$ cat config.mk
export PLATFORM = sky130hd
export DESIGN_NAME = bulk_tx_dma_ctl
export DESIGN_NICKNAME = d
export VERILOG_FILES = /design/src/rtl/bulk_tx_pkg.sv /design/src/rtl/pkt_fill_tracker.sv /design/src/rtl/slot_queue.sv /design/src/rtl/retry_guard.sv /design/src/rtl/bulk_tx_dma_ctl.sv
export SDC_FILE = /design/constraint.sdc
export NUM_CORES = 1
export LEC_CHECK = 0
export ABC_AREA = 1
export BUFFER_PORTS_ARGS = -buffer_cell sky130_fd_sc_hd__buf_2
export CAP_MARGIN = 0
export CORE_ASPECT_RATIO = 0.5
export CORE_MARGIN = 2
export CORE_UTILIZATION = 40
export DETAILED_ROUTE_END_ITERATION = 8
export PLACE_DENSITY_LB_ADDON = 0.12
export SYNTH_ARGS = -nofsm -noshare
export SYNTH_HDL_FRONTEND = slang
export SYNTH_SLANG_ARGS = --single-unit
$ cat constraint.sdc
create_clock -name clk -period 2.65 [get_ports clk]
set_clock_uncertainty 0.2 [all_clocks]
set_input_delay 0.3975 -clock clk [delete_from_list [all_inputs] [get_ports clk]]
set_output_delay 0.3975 -clock clk [all_outputs]
set_load 0.05 [all_outputs]
$ cat src/rtl/bulk_tx_pkg.sv
package bulk_tx_pkg;
  // Outcome of the current transmit attempt, after qualification.
  typedef enum logic [1:0] {
    TXEV_NONE = 2'd0,
    TXEV_OK   = 2'd1,
    TXEV_FAIL = 2'd2
  } tx_event_e;

  localparam int unsigned HS_MAX_PKT = 512;
  localparam int unsigned FS_MAX_PKT = 64;
endpackage

$ cat src/rtl/pkt_fill_tracker.sv
module pkt_fill_tracker #(
  parameter int unsigned MAXP_W = 10
) (
  input  logic              clk,
  input  logic              rst_n,
  input  logic [MAXP_W-1:0] max_pkt_size,
  input  logic              slot_free,
  input  logic              wr_valid,
  input  logic              cpu_set_rdy,
  input  logic              auto_set_en,
  output logic              wr_ready,
  output logic              commit
);
  logic [MAXP_W-1:0] fill_q;
  logic              room;
  logic              accept;
  logic              last_byte;

  assign room      = fill_q < max_pkt_size;
  assign wr_ready  = slot_free & room;
  assign accept    = wr_valid & wr_ready;
  assign last_byte = accept & ((fill_q + 1'b1) == max_pkt_size);
  assign commit    = slot_free & (cpu_set_rdy | (auto_set_en & last_byte));

  always_ff @(posedge clk or negedge rst_n) begin
    if (!rst_n)      fill_q <= '0;
    else if (commit) fill_q <= '0;
    else if (accept) fill_q <= fill_q + 1'b1;
  end
endmodule

$ cat src/rtl/slot_queue.sv
module slot_queue
  import bulk_tx_pkg::*;
#(
  parameter int unsigned NUM_SLOTS = 2,
  parameter int unsigned CNT_W     = $clog2(NUM_SLOTS + 1)
) (
  input  logic             clk,
  input  logic             rst_n,
  input  logic             commit,
  input  tx_event_e        tx_ev,
  output logic [CNT_W-1:0] pkt_count,
  output logic             slot_free,
  output logic             pkt_rdy
);
  localparam logic [CNT_W-1:0] FULL = CNT_W'(NUM_SLOTS);

  logic [CNT_W-1:0] count_q, count_n;
  logic             rdy_q;
  logic             sent;

  assign sent = (tx_ev == TXEV_OK);

  always_comb begin
    count_n = count_q;
    if (commit && !sent)      count_n = count_q + 1'b1;
    else if (!commit && sent) count_n = count_q - 1'b1;
  end

  always_ff @(posedge clk or negedge rst_n) begin
    if (!rst_n) begin
      count_q <= '0;
      rdy_q   <= 1'b0;
    end else begin
      count_q <= count_n;
      rdy_q   <= (count_n == FULL);
    end
  end

  assign pkt_count = count_q;
  assign slot_free = (count_q < FULL);
  assign pkt_rdy   = rdy_q;
endmodule

$ cat src/rtl/retry_guard.sv
module retry_guard
  import bulk_tx_pkg::*;
#(
  parameter int unsigned RETRY_LIMIT = 3
) (
  input  logic      clk,
  input  logic      rst_n,
  input  tx_event_e tx_ev,
  input  logic      err_clr,
  output logic      tx_err
);
  localparam int unsigned FAIL_W = (RETRY_LIMIT > 1) ? $clog2(RETRY_LIMIT) : 1;

  logic err_q;
  logic strike_out;

  generate
    if (RETRY_LIMIT <= 1) begin : g_single
      assign strike_out = (tx_ev == TXEV_FAIL);
    end else begin : g_tally
      logic [FAIL_W-1:0] fails_q;
      assign strike_out = (tx_ev == TXEV_FAIL) &&
                          (fails_q == FAIL_W'(RETRY_LIMIT - 1));
      always_ff @(posedge clk or negedge rst_n) begin
        if (!rst_n)                   fails_q <= '0;
        else if (tx_ev == TXEV_OK)    fails_q <= '0;
        else if (strike_out)          fails_q <= '0;
        else if (tx_ev == TXEV_FAIL)  fails_q <= fails_q + 1'b1;
      end
    end
  endgenerate

  always_ff @(posedge clk or negedge rst_n) begin
    if (!rst_n)          err_q <= 1'b0;
    else if (strike_out) err_q <= 1'b1;
    else if (err_clr)    err_q <= 1'b0;
  end

  assign tx_err = err_q;
endmodule

$ cat src/rtl/bulk_tx_dma_ctl.sv
module bulk_tx_dma_ctl
  import bulk_tx_pkg::*;
#(
  parameter int unsigned MAXP_W      = 10,
  parameter int unsigned NUM_SLOTS   = 2,
  parameter int unsigned RETRY_LIMIT = 3,
  parameter int unsigned CNT_W       = $clog2(NUM_SLOTS + 1)
) (
  input  logic              clk,
  input  logic              rst_n,
  input  logic [MAXP_W-1:0] max_pkt_size,
  input  logic              dma_en,
  input  logic              dma_mode1,
  input  logic              auto_set_en,
  input  logic              host_mode,
  input  logic              wr_valid,
  output logic              wr_ready,
  input  logic              cpu_set_rdy,
  input  logic              tx_ok,
  input  logic              tx_fail,
  input  logic              err_clr,
  output logic              dma_req,
  output logic              pkt_rdy,
  output logic              tx_err,
  output logic [CNT_W-1:0]  pkt_count
);
  logic      slot_free;
  logic      commit;
  logic      pending;
  tx_event_e tx_ev;

  assign pending = (pkt_count != '0);

  // Success wins over a failure reported in the same cycle; both need a packet.
  always_comb begin
    tx_ev = TXEV_NONE;
    if (pending && tx_ok)                  tx_ev = TXEV_OK;
    else if (pending && tx_fail && host_mode) tx_ev = TXEV_FAIL;
  end

  pkt_fill_tracker #(.MAXP_W(MAXP_W)) u_fill (
    .clk          (clk),
    .rst_n        (rst_n),
    .max_pkt_size (max_pkt_size),
    .slot_free    (slot_free),
    .wr_valid     (wr_valid),
    .cpu_set_rdy  (cpu_set_rdy),
    .auto_set_en  (auto_set_en),
    .wr_ready     (wr_ready),
    .commit       (commit)
  );

  slot_queue #(.NUM_SLOTS(NUM_SLOTS), .CNT_W(CNT_W)) u_slots (
    .clk       (clk),
    .rst_n     (rst_n),
    .commit    (commit),
    .tx_ev     (tx_ev),
    .pkt_count (pkt_count),
    .slot_free (slot_free),
    .pkt_rdy   (pkt_rdy)
  );

  retry_guard #(.RETRY_LIMIT(RETRY_LIMIT)) u_retry (
    .clk     (clk),
    .rst_n   (rst_n),
    .tx_ev   (tx_ev),
    .err_clr (err_clr),
    .tx_err  (tx_err)
  );

  assign dma_req = dma_en & dma_mode1 & ~tx_err & wr_ready;
endmodule

==> results.py <==
metrics = {
    "global_route": {
        "track_usage": 0.1820,
        "grt-busiest-layer": "met2",
        "grt_pass1_wl_um": 5375,
        "first_global_vias": 1154,
        "grt.overflow.total": 0,
        "grt_antenna_before_repair": 0,
        "met2_track_usage_gr": 0.2879,
        "grt_start_max_net_pins": 17,
        "groute.layer.met3.usage": 0.04659,
        "groute.layer.met1.usage": 0.2552,
    },
    "synthesis": {
        "ys_ff_latch": 16,
        "syn_inst": 203,
        "synth.avg_cell_area_um2": 6.971,
        "count_of_warnings_emitted_by_yosys": 0,
        "synth_seq_area_share": 0.2829,
        "synth.lib_cells_used.distinct": 23,
        "synth_flop_cell": "dfrtp_1",
        "mappedNetlistNets": 236,
        "post-synth-top-area-cell": "dfrtp_1",
        "synthTopCellsByArea": "dfrtp_1 (28%), nand2_1 (13%), nand3_1 (11%), ha_1 (11%), inv_1 (9.0%)",
        "synth_edf_count": 0,
        "syn-cell-area_um2": 1415,
        "netlist.area_leader.share": 0.2829,
        "synth_common_cells": "nand2_1 (50), inv_1 (34), nand3_1 (32)",
        "async_flop_share": 1.000,
        "synthMostInstantiatedCell": "nand2_1",
    },
    "floorplanning": {
        "rows": 15,
        "boundaryPins": 27,
        "initial_core_util": 0.4143,
        "fp.coreArea_um2": 3416,
        "chipHeight_um": 46.06,
        "die-area_um2": 4059,
        "fp.dieW_um": 88.12,
    },
    "drt": {
        "drc": 0,
        "drtIter0Drc": 75,
        "route.detailed.vias_per_inst": 4.849,
        "dr.pass1.iters": 4,
        "routedWlPerCell_um": 11.71,
        "final_antenna_net_count": 0,
        "via_count": 1382,
        "detail_route.wirelength_um": 3337,
    },
    "job": {
        "maxCapViolCount": 0,
    },
    "setup_path": {
        "timing.critical_path.to_type": "output port",
        "worst-endpoint-required_ps": 2050,
        "cp_data_arrival_time_ps": 1930,
        "startpoint_type": "flip-flop",
        "timing.setup.critical_path_class": "flip-flop to output port",
        "timing.critical_path.fanout_max": 7,
    },
    "timing": {
        "timing.slew.headroom": 0.7277,
        "final.period_utilization": 0.9526,
        "finalHoldViolations": 0,
        "final_max_slew_viol_count": 0,
        "maxClockFrequency_mhz": 396.1,
        "setup-violations-final": 0,
        "worst-slew-pin-transition_ps": 408.4,
        "fin_crit_period_ps": 2524,
    },
    "place": {
        "placed_cells": 280,
        "hpwlAfterDp_um": 2632,
        "number_of_buffer_cells_added_on_primary_ports": 26,
        "place.gp.congestion": 0.7968,
    },
    "clock_tree": {
        "tritoncts": "done",
        "root_buffer": "clkbuf_8",
        "clkSlewWorstSetupHoldPaths_ps": 70,
        "tritoncts_num_sinks": 16,
        "cts-htree-levels": 1,
        "worst_skew_pair.late_latency_ps": 260,
        "clock_buffer_depth": 2,
        "cts_inserted_buffers": 3,
    },
    "cells_and_area": {
        "drive_gt1_frac": 0.2607,
        "syn2layout_area_growth_pct": 18.74,
        "nets": 268,
        "final_cell_count_no_fill": 285,
        "final_util": 0.4919,
        "num_antenna_cells": 0,
        "fillers": 362,
    },
    "min_path": {
        "worstHoldPathType": "input port to flip-flop",
    },
    "power_and_ir_drop": {
        "p_leak_nw": 0.8722,
        "worst_ir_drop_vdd_mv": 0.5281,
        "power_density_nw_per_um2": 660.0,
    },
    "status": {
        "outcome": "finished clean",
    },
}
[routing by layer]
layer	up-vias	share of wire
met5	-	0
met3	2	0.053
met4	0	0.0024
li1	726	-
met2	35	0.43
met1	619	0.52
[stage by stage]
step	hold WS [ps]	setup TNS (ps)	worst slack (ps)	area [um2]	total power, mW
floorplan	-98.09	0	281.3	1415	0.7460
CTS	113.3	0	49.24	1674	1.125
detailed placement	152.3	0	180.3	1609	0.8865
global route	129.2	-15.30	-15.30	1680	1.201
global placement	147.5	0	173.6	1609	0.8811
finish	124.5	0	125.6	1680	1.109
[timing repair]
item / in CTS / in global routing
hold buffers: 1 / 0
gates resized for setup: 0 / 4
endpoints found under the setup margin: 0 / 2
buffers inserted: 0 / 0
endpoints found under the hold margin: 16 / 0
[registers in the layout, indices dropped and copies added (netlist names)]
register and count:
u_slots.pkt_rdy 1, u_slots.pkt_count 2, u_retry.tx_err 1, u_fill.fill_q 10
u_retry.g_tally.fails_q 2
[kinds of logic after synthesis]
group | share of synthesized area
xor+xnor | 0.006190
simple gates | 0.3908
flops | 0.2829
buf+inv | 0.1087
fa+ha+maj | 0.1061
compound gates | 0.1052
[worst paths after layout]
check                                            from                          to  slack [ps]  cells past startpoint
max                                  u_fill.fill_q[5]                    wr_ready         130                      8
min                                           err_clr              u_retry.tx_err         120                      2
max reg2reg                          u_fill.fill_q[1]             u_slots.pkt_rdy         260                     16
min in group asynchronous                       rst_n            u_fill.fill_q[3]         400                      2
max in group asynchronous                       rst_n            u_fill.fill_q[5]        1540                      2
min reg2reg                u_retry.g_tally.fails_q[0]  u_retry.g_tally.fails_q[1]         320                      2
[report_power, final]
part           internal [mW]  total, mW  switching [mW]
clock                  0.132      0.228          0.0962
combinational          0.170      0.558           0.388
sequential             0.290      0.323          0.0324
[placed cells by master (no fill, tap or decap), drive strengths merged]
master and n:
o21a 1, nand2 56, ha 12, nand3 33, o211ai 1, buf 28
nand4 7, nand3b 1, clkbuf 4, dlygate4sd3 1, nor2 14, a21oi 5
xnor2 1, o21ai 15, nor3 2, dfrtp 16, inv 37
[cell type report]
class	instances	area, um2	area share
repair buffers	29	157.7	0.09382
clock buffers	4	55.05	0.03276
multi-input cells	148	863.3	0.5138
flip-flops and latches	16	401.6	0.2390
inverters	37	138.9	0.08265
well taps	51	63.81	0.03797
[critical path, stage by stage, from the launching register on]
cell and delay, ps:
dfrtp_2 460, ha_1 310, a21oi_1 150, o21ai_0 100, nand2_1 60, nand4_1 120
buf_4 180, inv_1 40, buf_2 240
No activity file was read; power rests on OpenSTA's default activity.
